[src/rtl/psram_pg_pkg.sv]
package psram_pg_pkg;

   typedef enum logic [1:0] {
      ST_IDLE    = 2'd0,
      ST_READ    = 2'd1,
      ST_RECOVER = 2'd2
   } pg_state_e;

   // ceiling division used to turn picosecond figures into clock counts
   function automatic int cdiv(input int num, input int den);
      return (num + den - 1) / den;
   endfunction

   function automatic int imax3(input int a, input int b, input int c);
      int m;
      m = (a > b) ? a : b;
      return (m > c) ? m : c;
   endfunction

endpackage

[src/rtl/psram_pg_reqchk.sv]
module psram_pg_reqchk #(
   parameter int PAGE_BITS = 3,
   parameter int LEN_W     = PAGE_BITS + 1
) (
   input  logic [PAGE_BITS-1:0] offset,
   input  logic [LEN_W-1:0]     len,
   output logic                 fits
);
   localparam int PAGE_WORDS = 1 << PAGE_BITS;
   localparam int SUM_W      = LEN_W + 1;

   logic [SUM_W-1:0] span;

   always_comb begin
      span = {{(SUM_W-PAGE_BITS){1'b0}}, offset} + {1'b0, len};
      fits = (len != '0) && (span <= SUM_W'(PAGE_WORDS));
   end

   initial begin
      if (LEN_W < PAGE_BITS + 1)
         $fatal(1, "length field too narrow for a full page");
   end
endmodule

[src/rtl/psram_pg_timer.sv]
module psram_pg_timer #(
   parameter int MAX_CYC = 19,
   localparam int TW     = (MAX_CYC > 1) ? $clog2(MAX_CYC) : 1
) (
   input  logic          clk,
   input  logic          rst_n,
   input  logic          load,
   input  logic [TW-1:0] load_val,
   output logic          done
);
   generate
      if (MAX_CYC == 1) begin : g_single
         // every interval is a single cycle: nothing to count
         assign done = 1'b1;
      end else begin : g_count
         logic [TW-1:0] cnt_q;
         always_ff @(posedge clk or negedge rst_n) begin
            if (!rst_n)
               cnt_q <= '0;
            else if (load)
               cnt_q <= load_val;
            else if (cnt_q != '0)
               cnt_q <= cnt_q - 1'b1;
         end
         assign done = (cnt_q == '0);
      end
   endgenerate

   initial begin
      if (MAX_CYC < 1) $fatal(1, "timer needs at least one cycle");
   end
endmodule

[src/rtl/psram_pg_capture.sv]
module psram_pg_capture #(
   parameter int DATA_W = 16
) (
   input  logic              clk,
   input  logic              rst_n,
   input  logic              strobe,
   input  logic              last_in,
   input  logic [DATA_W-1:0] dq,
   output logic              valid,
   output logic [DATA_W-1:0] data,
   output logic              last
);
   always_ff @(posedge clk or negedge rst_n) begin
      if (!rst_n) begin
         valid <= 1'b0;
         data  <= '0;
         last  <= 1'b0;
      end else begin
         valid <= strobe;
         last  <= strobe & last_in;
         if (strobe) data <= dq;
      end
   end

   // a valid pulse never lasts more than one cycle
   p_single_pulse_r6: assert property (@(posedge clk) disable iff (!rst_n)
      valid |=> !valid || $past(strobe));
   // last only accompanies a valid word
   p_last_with_valid_r6: assert property (@(posedge clk) disable iff (!rst_n)
      last |-> valid);
endmodule

[src/rtl/psram_page_reader.sv]
module psram_page_reader
   import psram_pg_pkg::*;
#(
   parameter int ADDR_W      = 22,
   parameter int DATA_W      = 16,
   parameter int PAGE_BITS   = 3,
   parameter int CLK_PS      = 4000,
   parameter int T_ACC_PS    = 75000,
   parameter int T_PAGE_PS   = 30000,
   parameter int T_FLOAT_PS  = 20000,
   parameter int T_PM_MAX_PS = 10000000,
   localparam int LEN_W      = PAGE_BITS + 1
) (
   input  logic              clk,
   input  logic              rst_n,
   input  logic              req_valid,
   input  logic [ADDR_W-1:0] req_addr,
   input  logic [LEN_W-1:0]  req_len,
   output logic              req_ready,
   output logic              req_err,
   output logic              rd_valid,
   output logic [DATA_W-1:0] rd_data,
   output logic              rd_last,
   output logic              mem_ce_n,
   output logic              mem_oe_n,
   output logic [ADDR_W-1:0] mem_addr,
   input  logic [DATA_W-1:0] mem_dq
);
   localparam int PAGE_WORDS = 1 << PAGE_BITS;
   localparam int ACC_CYC    = cdiv(T_ACC_PS, CLK_PS);
   localparam int PAGE_CYC   = cdiv(T_PAGE_PS, CLK_PS);
   localparam int FLOAT_CYC  = cdiv(T_FLOAT_PS, CLK_PS);
   localparam int PM_MAX_CYC = T_PM_MAX_PS / CLK_PS;
   localparam int RUN_CYC    = ACC_CYC + (PAGE_WORDS - 1) * PAGE_CYC;
   localparam int T_MAX      = imax3(ACC_CYC, PAGE_CYC, FLOAT_CYC);
   localparam int TW         = (T_MAX > 1) ? $clog2(T_MAX) : 1;
   localparam int BW         = $clog2(PM_MAX_CYC + 1);
   localparam int IW         = $clog2(FLOAT_CYC + 1);

   initial begin
      if (ADDR_W <= PAGE_BITS) $fatal(1, "address narrower than page field");
      if (CLK_PS <= 0)         $fatal(1, "clock period must be positive");
      // a full-page run has to fit the page-mode window
      if (RUN_CYC > PM_MAX_CYC) $fatal(1, "full-page run exceeds page-mode limit");
   end

   pg_state_e         state_q;
   logic              bus_off_q;
   logic [ADDR_W-1:0] addr_q;
   logic [LEN_W-1:0]  left_q;
   logic              err_q;

   logic              fits;
   logic              take, refuse;
   logic              t_load, t_done;
   logic [TW-1:0]     t_val;
   logic              cap_strobe;
   logic              final_word;

   psram_pg_reqchk #(.PAGE_BITS(PAGE_BITS), .LEN_W(LEN_W)) u_chk (
      .offset (req_addr[PAGE_BITS-1:0]),
      .len    (req_len),
      .fits   (fits)
   );

   assign req_ready  = (state_q == ST_IDLE);
   assign take       = req_valid && req_ready && fits;
   assign refuse     = req_valid && req_ready && !fits;
   assign final_word = (left_q == LEN_W'(1));
   assign cap_strobe = (state_q == ST_READ) && t_done;

   always_comb begin
      t_load = 1'b0;
      t_val  = '0;
      if (take) begin
         t_load = 1'b1;
         t_val  = TW'(ACC_CYC - 1);
      end else if (cap_strobe) begin
         t_load = 1'b1;
         t_val  = final_word ? TW'(FLOAT_CYC - 1) : TW'(PAGE_CYC - 1);
      end
   end

   psram_pg_timer #(.MAX_CYC(T_MAX)) u_tmr (
      .clk      (clk),
      .rst_n    (rst_n),
      .load     (t_load),
      .load_val (t_val),
      .done     (t_done)
   );

   always_ff @(posedge clk or negedge rst_n) begin
      if (!rst_n) begin
         state_q   <= ST_IDLE;
         bus_off_q <= 1'b1;
         addr_q    <= '0;
         left_q    <= '0;
         err_q     <= 1'b0;
      end else begin
         err_q <= refuse;
         case (state_q)
            ST_IDLE: begin
               if (take) begin
                  state_q   <= ST_READ;
                  bus_off_q <= 1'b0;
                  addr_q    <= req_addr;
                  left_q    <= req_len;
               end
            end
            ST_READ: begin
               if (t_done) begin
                  if (final_word) begin
                     state_q   <= ST_RECOVER;
                     bus_off_q <= 1'b1;
                  end else begin
                     addr_q[PAGE_BITS-1:0] <= addr_q[PAGE_BITS-1:0] + 1'b1;
                     left_q                <= left_q - 1'b1;
                  end
               end
            end
            ST_RECOVER: begin
               if (t_done) state_q <= ST_IDLE;
            end
            default: state_q <= ST_IDLE;
         endcase
      end
   end

   psram_pg_capture #(.DATA_W(DATA_W)) u_cap (
      .clk     (clk),
      .rst_n   (rst_n),
      .strobe  (cap_strobe),
      .last_in (final_word),
      .dq      (mem_dq),
      .valid   (rd_valid),
      .data    (rd_data),
      .last    (rd_last)
   );

   assign mem_ce_n = bus_off_q;
   assign mem_oe_n = bus_off_q;
   assign mem_addr = addr_q;
   assign req_err  = err_q;

   // ---------------- checker state and assertions ----------------
   logic [BW-1:0] run_cyc_q;
   logic [IW-1:0] idle_cyc_q;

   always_ff @(posedge clk or negedge rst_n) begin
      if (!rst_n) begin
         run_cyc_q  <= '0;
         idle_cyc_q <= IW'(FLOAT_CYC);
      end else begin
         if (!mem_ce_n) begin
            if (run_cyc_q != BW'(PM_MAX_CYC)) run_cyc_q <= run_cyc_q + 1'b1;
         end else begin
            run_cyc_q <= '0;
         end
         if (!mem_ce_n)
            idle_cyc_q <= '0;
         else if (idle_cyc_q != IW'(FLOAT_CYC))
            idle_cyc_q <= idle_cyc_q + 1'b1;
      end
   end

   p_err_quiet_r2: assert property (@(posedge clk) disable iff (!rst_n)
      req_err |-> mem_ce_n && req_ready);
   p_enables_paired_r3: assert property (@(posedge clk) disable iff (!rst_n)
      !mem_ce_n |-> !mem_oe_n && !req_ready);
   p_upper_fixed_r3: assert property (@(posedge clk) disable iff (!rst_n)
      (!mem_ce_n && $past(!mem_ce_n)) |->
         mem_addr[ADDR_W-1:PAGE_BITS] == $past(mem_addr[ADDR_W-1:PAGE_BITS]));
   p_page_step_r5: assert property (@(posedge clk) disable iff (!rst_n)
      (!mem_ce_n && $past(!mem_ce_n) && mem_addr != $past(mem_addr)) |->
         mem_addr[PAGE_BITS-1:0] == $past(mem_addr[PAGE_BITS-1:0]) + 1'b1);
   p_valid_in_run_r6: assert property (@(posedge clk) disable iff (!rst_n)
      rd_valid |-> $past(!mem_ce_n));
   p_window_r7: assert property (@(posedge clk) disable iff (!rst_n)
      !mem_ce_n |-> run_cyc_q < BW'(PM_MAX_CYC));
   p_float_gap_r8: assert property (@(posedge clk) disable iff (!rst_n)
      $fell(mem_ce_n) |-> $past(idle_cyc_q) == IW'(FLOAT_CYC));
   p_busy_ignores_r9: assert property (@(posedge clk) disable iff (!rst_n)
      (!req_ready && req_valid) |=> !req_err);
endmodule

[config.mk]
export PLATFORM = sky130hd
export DESIGN_NAME = psram_page_reader
export DESIGN_NICKNAME = d
export VERILOG_FILES = /design/src/rtl/psram_pg_pkg.sv /design/src/rtl/psram_pg_reqchk.sv /design/src/rtl/psram_pg_timer.sv /design/src/rtl/psram_pg_capture.sv /design/src/rtl/psram_page_reader.sv
export SDC_FILE = /design/constraint.sdc
export NUM_CORES = 1
export LEC_CHECK = 0
export ABC_AREA = 1
export BUFFER_PORTS_ARGS = -buffer_cell sky130_fd_sc_hd__buf_2
export CAP_MARGIN = 10
export CELL_PAD_IN_SITES_DETAIL_PLACEMENT = 0
export CELL_PAD_IN_SITES_GLOBAL_PLACEMENT = 1
export CORE_MARGIN = 2
export CORE_UTILIZATION = 36
export CTS_BUF_LIST = sky130_fd_sc_hd__clkbuf_16
export CTS_CLUSTER_SIZE = 24
export DETAILED_ROUTE_END_ITERATION = 8
export PLACE_DENSITY_LB_ADDON = 0.1
export SETUP_SLACK_MARGIN = 0.1
export SLEW_MARGIN = 10
export SYNTH_ARGS = -nofsm -noshare
export SYNTH_HDL_FRONTEND = slang
export SYNTH_SLANG_ARGS = --single-unit
[constraint.sdc]
create_clock -name clk -period 1.58 [get_ports clk]
set_input_delay 0.158 -clock clk [delete_from_list [all_inputs] [get_ports clk]]
set_output_delay 0.158 -clock clk [all_outputs]
set_load 0.02 [all_outputs]
== After elaboration in Yosys (flattened, before gate mapping) ==
Index checks and enable logic that the tools add are counted.

* Bits in registers: 53
* Input bits: 45
* Output and inout bits: 44
* Logic and storage cells: 64

* Add/subtract/negate cells: 4
* Order comparisons: 1
* Equality and inequality tests: 8
* Mux-type cells: 24
* Bitwise logic cells: 1
* Reduce and logical (&&, ||, !) cells: 16

{| class="wikitable"
|+ Operators with widths
! operator !! number
|-
| 5-bit 2-to-1 mux || 3
|-
| 3-bit 2-to-1 mux || 4
|-
| 4-bit 2-to-1 mux || 3
|-
| 4-bit AND reduction || 3
|-
| 2-bit 2-to-1 mux || 5
|-
| 2-bit inequality test, second input constant || 4
|-
| 4-bit case mux with 2 select lines || 1
|-
| 2-bit case mux with 3 select lines || 1
|-
| 3-bit case mux with 2 select lines || 1
|-
| 3-bit by 4-bit adder with 5-bit output || 1
|-
| 5-bit by 4-bit <= comparator with 1-bit output, second input constant || 1
|-
| 1-bit logical AND || 5
|-
| 5-bit zero test || 1
|-
| 1-bit 2-to-1 mux || 5
|-
| 5-bit nonzero test || 1
|-
| 5-bit by 1-bit subtractor with 5-bit output, second input constant || 1
|-
| 4-bit by 1-bit == test with 1-bit output, second input constant || 1
|-
| 2-bit nonzero test || 2
|-
| 4-bit nonzero test || 1
|-
| 4-bit by 1-bit subtractor with 4-bit output, second input constant || 1
|-
| 3-bit by 1-bit adder with 3-bit output, second input constant || 1
|-
| 2-bit by 1-bit == test with 1-bit output, second input constant || 1
|-
| 2-bit == test, second input constant || 1
|-
| 2-bit zero test || 1
|-
| other kinds (5) || 5
|}

== Longest topological paths before layout ==
* Word-level depth: 6
* Mapped depth: 11

== Cells and area by module ==
A second synthesis with hierarchy kept.

* Cells, all modules: 313
* Area total of the unflattened synthesis: 2,621.3 µm²

{| class="wikitable"
|+ Modules (own cells, without submodules)
! module !! instances !! cells each !! area an instance (µm²) !! seq. area each (µm²)
|-
| psram_page_reader || 1 || 175 || 1,462.7 || 752.0
|-
| psram_pg_capture || 1 || 72 || 701.9 || 450.4
|-
| psram_pg_timer || 1 || 39 || 302.8 || 125.1
|-
| psram_pg_reqchk || 1 || 27 || 153.9 || 0.0
|}

== Least setup slack after synthesis ==
OpenSTA, ideal clock, no wires.

* Path kind: input port to flip-flop
* From: input req_addr[0]
* To: register u_tmr.g_count.cnt_q[1]
* Library setup time: 117 ps
* Arrival: 1,504 ps
* Data required time: 1,463 ps
* Slack: -41 ps
* Stages: 11
* Path buffers: 1
* Cell sequence: ha_1 fa_1 nand2_1 inv_1 o21ai_1 nand3_2 nand3_4 buf_6 nand3_1 nand2_1 nand2_1

* Cells in the longest elaborated chain, start to end: 6

{| class="wikitable"
|+ RTL lines
! element !! line !! source
|-
| start: declaration || psram_page_reader.sv:17 || <nowiki>input logic [ADDR_W-1:0] req_addr,</nowiki>
|-
| 3-bit by 4-bit adder with 5-bit output (*) || psram_pg_reqchk.sv:15 || <nowiki>span = {{(SUM_W-PAGE_BITS){1'b0}}, offset} + {1'b0, len};</nowiki>
|-
| 5-bit by 4-bit <= comparator with 1-bit output (*) || psram_pg_reqchk.sv:16 || <nowiki>fits = (len != '0) && (span <= SUM_W'(PAGE_WORDS));</nowiki>
|-
| 1-bit logical AND (*) || psram_pg_reqchk.sv:16 ||
|-
| 1-bit logical AND (*) || psram_page_reader.sv:67 || <nowiki>assign take = req_valid && req_ready && fits;</nowiki>
|-
| 5-bit 2-to-1 mux or 1-bit 2-to-1 mux (tied branches) || psram_page_reader.sv:75 || <nowiki>if (take) begin</nowiki>
|-
| 5-bit 2-to-1 mux or 2-bit nonzero test (tied branches) || n/a ||
|-
| end signal: assignment || psram_pg_timer.sv:21 || <nowiki>cnt_q <= load_val;</nowiki>
|-
| end signal: assignment || psram_pg_timer.sv:23 || <nowiki>cnt_q <= cnt_q - 1'b1;</nowiki>
|-
| end: declaration || psram_pg_timer.sv:16 || <nowiki>logic [TW-1:0] cnt_q;</nowiki>
|}

Every way passes the cells marked *; elsewhere a longest branch is shown, timed or not.
A chain may end at the register's enable or synchronous reset.

== Worst setup path in the final report ==
* From: input req_len[0]
* To: register addr_q[18], in the netlist mem_addr[18]

* Cells in the longest elaborated chain, start to end: 5

{| class="wikitable"
|+ RTL lines
! element !! line !! source
|-
| start: declaration || psram_page_reader.sv:18 || <nowiki>input logic [LEN_W-1:0] req_len,</nowiki>
|-
| 3-bit by 4-bit adder with 5-bit output || psram_pg_reqchk.sv:15 ||
|-
| 5-bit by 4-bit <= comparator with 1-bit output || psram_pg_reqchk.sv:16 ||
|-
| 1-bit logical AND (*) || psram_pg_reqchk.sv:16 ||
|-
| 1-bit logical AND (*) || psram_page_reader.sv:67 ||
|-
| 2-bit AND reduction (no source line) (*) || n/a ||
|-
| end signal: assignment || psram_page_reader.sv:106 || <nowiki>addr_q <= req_addr;</nowiki>
|-
| end signal: indexed assignment || psram_page_reader.sv:116 || <nowiki>addr_q[PAGE_BITS-1:0] <= addr_q[PAGE_BITS-1:0] + 1'b1;</nowiki>
|-
| end: declaration || psram_page_reader.sv:49 || <nowiki>logic [ADDR_W-1:0] addr_q;</nowiki>
|}

Marks and branches as above.

==> flow_metrics.tcl <==
set metrics [dict create \
    hold_viol 0 \
    synthCells 287 \
    critPathRequiredTime_ns 1.77 \
    cts_buffers 5 \
    setup_ws_ns 0.0840 \
    yosys.cell_types.count 33 \
    p_leak_nw 2.05 \
    rrSetupSlack_ns 0.12 \
    antenna_found_initial 0 \
    firstDrtPassIters 4 \
    setup.worst_path.start_class "input pin" \
    yosys-top-cells-area "dfrtp_1, nand2_1, ha_1, inv_1, nand3_1" \
    regArea_sq_um 1330 \
    switching_share 0.223 \
    synth_seq_area_share 0.531 \
    netlist_area_sq_um 2500 \
    die-area_sq_um 7620 \
    total_power_w 0.00290 \
    tightest_slew_ns 0.389 \
    ctsLongestPathBuffers 2 \
    endpoint_kind "flip-flop" \
    drt_iter0_drc 56 \
    power_switching_w 0.000646 \
    syn-num-nets 340 \
    ys_top_cells_by_count "nand2_1, dfrtp_1, inv_1, nand3_1, ha_1" \
    yosys_warnings 0 \
    detail_route.vias_per_cell 4.56 \
    drt-wirelength-per-cell_um 12.3 \
    gp_congestion 0.756 \
    fmax_mhz 668 \
    start_util 0.370 \
    place_hpwl_mm 3.89 \
    multiInputGateArea_sq_um 1200 \
    wirelength_mm 5.97 \
    drv_slew 0 \
    worstHoldPathType "in2reg" \
    p_int_w 0.00225 \
    die_h_um 87.3 \
    cts_root_buf "clkbuf_16" \
    first_global_vias 2006 \
    rr_startpoint "state_q[1]" \
    cts_tree "done" \
    synth_edf_count 0 \
    period_share 0.947 \
    synth-seq-cells 53 \
    synth_area_per_cell_sq_um 8.71 \
    clk_latency_ns 0.29 \
    grt_max_degree 54 \
    io_buffers 88 \
    instances_no_fill 487 \
    grt_use_total 0.163 \
    placedCellCount 459 \
    ios 89 \
    insertedDiodeCount 0 \
    die_w_um 87.3 \
    power.clock.fraction 0.430 \
    clock_sinks 53 \
    coreArea_sq_um 6760 \
    relSlewSlack 0.739 \
    drc 0 \
    yosysTopAreaCellShare 0.521 \
    async_reset_ff_frac 1.00 \
    cap_viol_max_count 0 \
    setup_violations 0 \
    path_class "in2reg" \
    synth_top_cell_by_area "dfrtp_1" \
    power_density_nw_per_um2 787 \
    rsz0062_at_grt "yes" \
    period_needed_ns 1.50 \
    syn2layout_area_growth_pct 47.5 \
    max-vdd-ir-drop_v 0.000507 \
    ff2ff_path_depth 8 \
    rows 30 \
    grt_pass1_wl_mm 9.65 \
    via_count 2221 \
    seq_power_share 0.478 \
    synth_flop_cell "dfrtp_1" \
    crit_arrival_ns 1.68 \
    comb_power_share 0.092 \
    gr-total-overflow 0 \
    yosysMostFrequentCell "nand2_1" \
    finClkSkew_ns 0.00479 \
    fillCellCount 659 \
    status "finished clean" \
    crit_path_end "mem_addr[18]" \
    startpoint "req_len[0]" \
    drive_above_1_share 0.464 \
    htreeDepth 2 \
    fin_nets 459 \
    finalSetupTns_ns 0 \
    clk_pin_slew_ns 0.07 \
    crit_fanout 8 \
    ant_nets 0 \
    worstReg2RegEnd "mem_addr[18]" \
    dpl_worst_slack_ns -0.276 \
]
-- worst max-delay path, cell delays in order --
cell and delay, ns:
buf_8 0.10, ha_4 0.16, fa_2 0.44, nor2_2 0.10, o21ai_2 0.07, nand3_2 0.10
nand3_4 0.14, buf_12 0.18, buf_12 0.14, nand2_2 0.05, nand2_1 0.05
-- power by group through the flow --
stage | clock network, W | registers (W) | logic, W
after floorplan | 0 | 0.00144 | 0.0000539
after global placement | 0 | 0.00141 | 0.000221
after detailed placement | 0 | 0.00141 | 0.000223
after CTS | 0.00128 | 0.00139 | 0.000249
after global routing | 0.00135 | 0.00139 | 0.000300
final | 0.00125 | 0.00139 | 0.000268
-- flip-flops by register name, indices dropped and copies added (netlist names) --
register and flops:
mem_ce_n 1, req_err 1, u_tmr.g_count.cnt_q 5, state_q 2
mem_addr 22, u_cap.data 16, u_cap.valid 1, u_cap.last 1
left_q 4
-- cell type report --
class,instances,share of cell area
Timing Repair inverter,1,0.00204
Clock buffer,5,0.0339
Timing Repair Buffer,120,0.215
Clock inverter,3,0.0115
Inverter,18,0.0248
Multi-Input combinational cell,207,0.326
Sequential cell,53,0.360
Tap cell,80,0.0272
-- metal layers --
metal / vias to the layer above / global-route usage / part of all wire
met3: 7 / 0.0521 / 0.061
met5: - / 0 / 0
li1: 1143 / - / -
met4: 0 / 0.0420 / 0.0089
met2: 55 / 0.247 / 0.49
met1: 1016 / 0.226 / 0.44
-- layout by cell type, fill, tap and decap left out, drive strengths merged, types with 2 or more instances in the layout --
master    instances
nand2           147
o211ai            2
nor2              9
a21oi             5
o21ai            12
inv              19
buf             119
clkinvlp          2
nor3              3
dfrtp            52
ha                7
clkbuf            5
nand4             2
nand3            14
-- through the flow --
stage | utilization | area (sq um) | hold slack (ns)
global placement | 0.459 | 3100 | 0.179
finish | 0.546 | 3690 | 0.0528
floorplan | - | 2520 | -0.138
CTS | 0.512 | 3460 | 0.0430
detailed placement | 0.459 | 3100 | 0.181
global route | 0.546 | 3690 | 0.0401
-- how the worst min path moves through the flow --
stage / from / end / slack [ns] / cells after the start
after CTS: mem_dq[1] / u_cap.data[1] / 0.04 / 3
after global routing: mem_dq[1] / u_cap.data[1] / 0.04 / 3
after detailed placement: rst_n / left_q[0] / 0.18 / 2
after floorplan: rst_n / left_q[0] / -0.14 / 0
final: mem_dq[2] / u_cap.data[2] / 0.05 / 3
after global placement: rst_n / left_q[0] / 0.18 / 2
-- cell families (layout without fill, tap and decap cells) --
group,Yosys count,in the layout,synth area share
and+or+nand+nor,174,176,0.302
DFF,53,53,0.531
buffers and inverters,29,147,0.0666
AOI/OAI and AO/OA,22,22,0.0531
adders and majority gates,8,8,0.0431
xor gates and xnor gates,1,1,0.00351
-- repair_timing --
action	4_1_cts	5_1_grt
gates cloned	3	1
gates resized for setup	17	46
hold endpoints to repair	52	0
pin swaps	5	15
buffers inserted	4	11
hold buffers	1	0
endpoints found under the setup margin	26	48
Power figures use the tool's default switching activity.
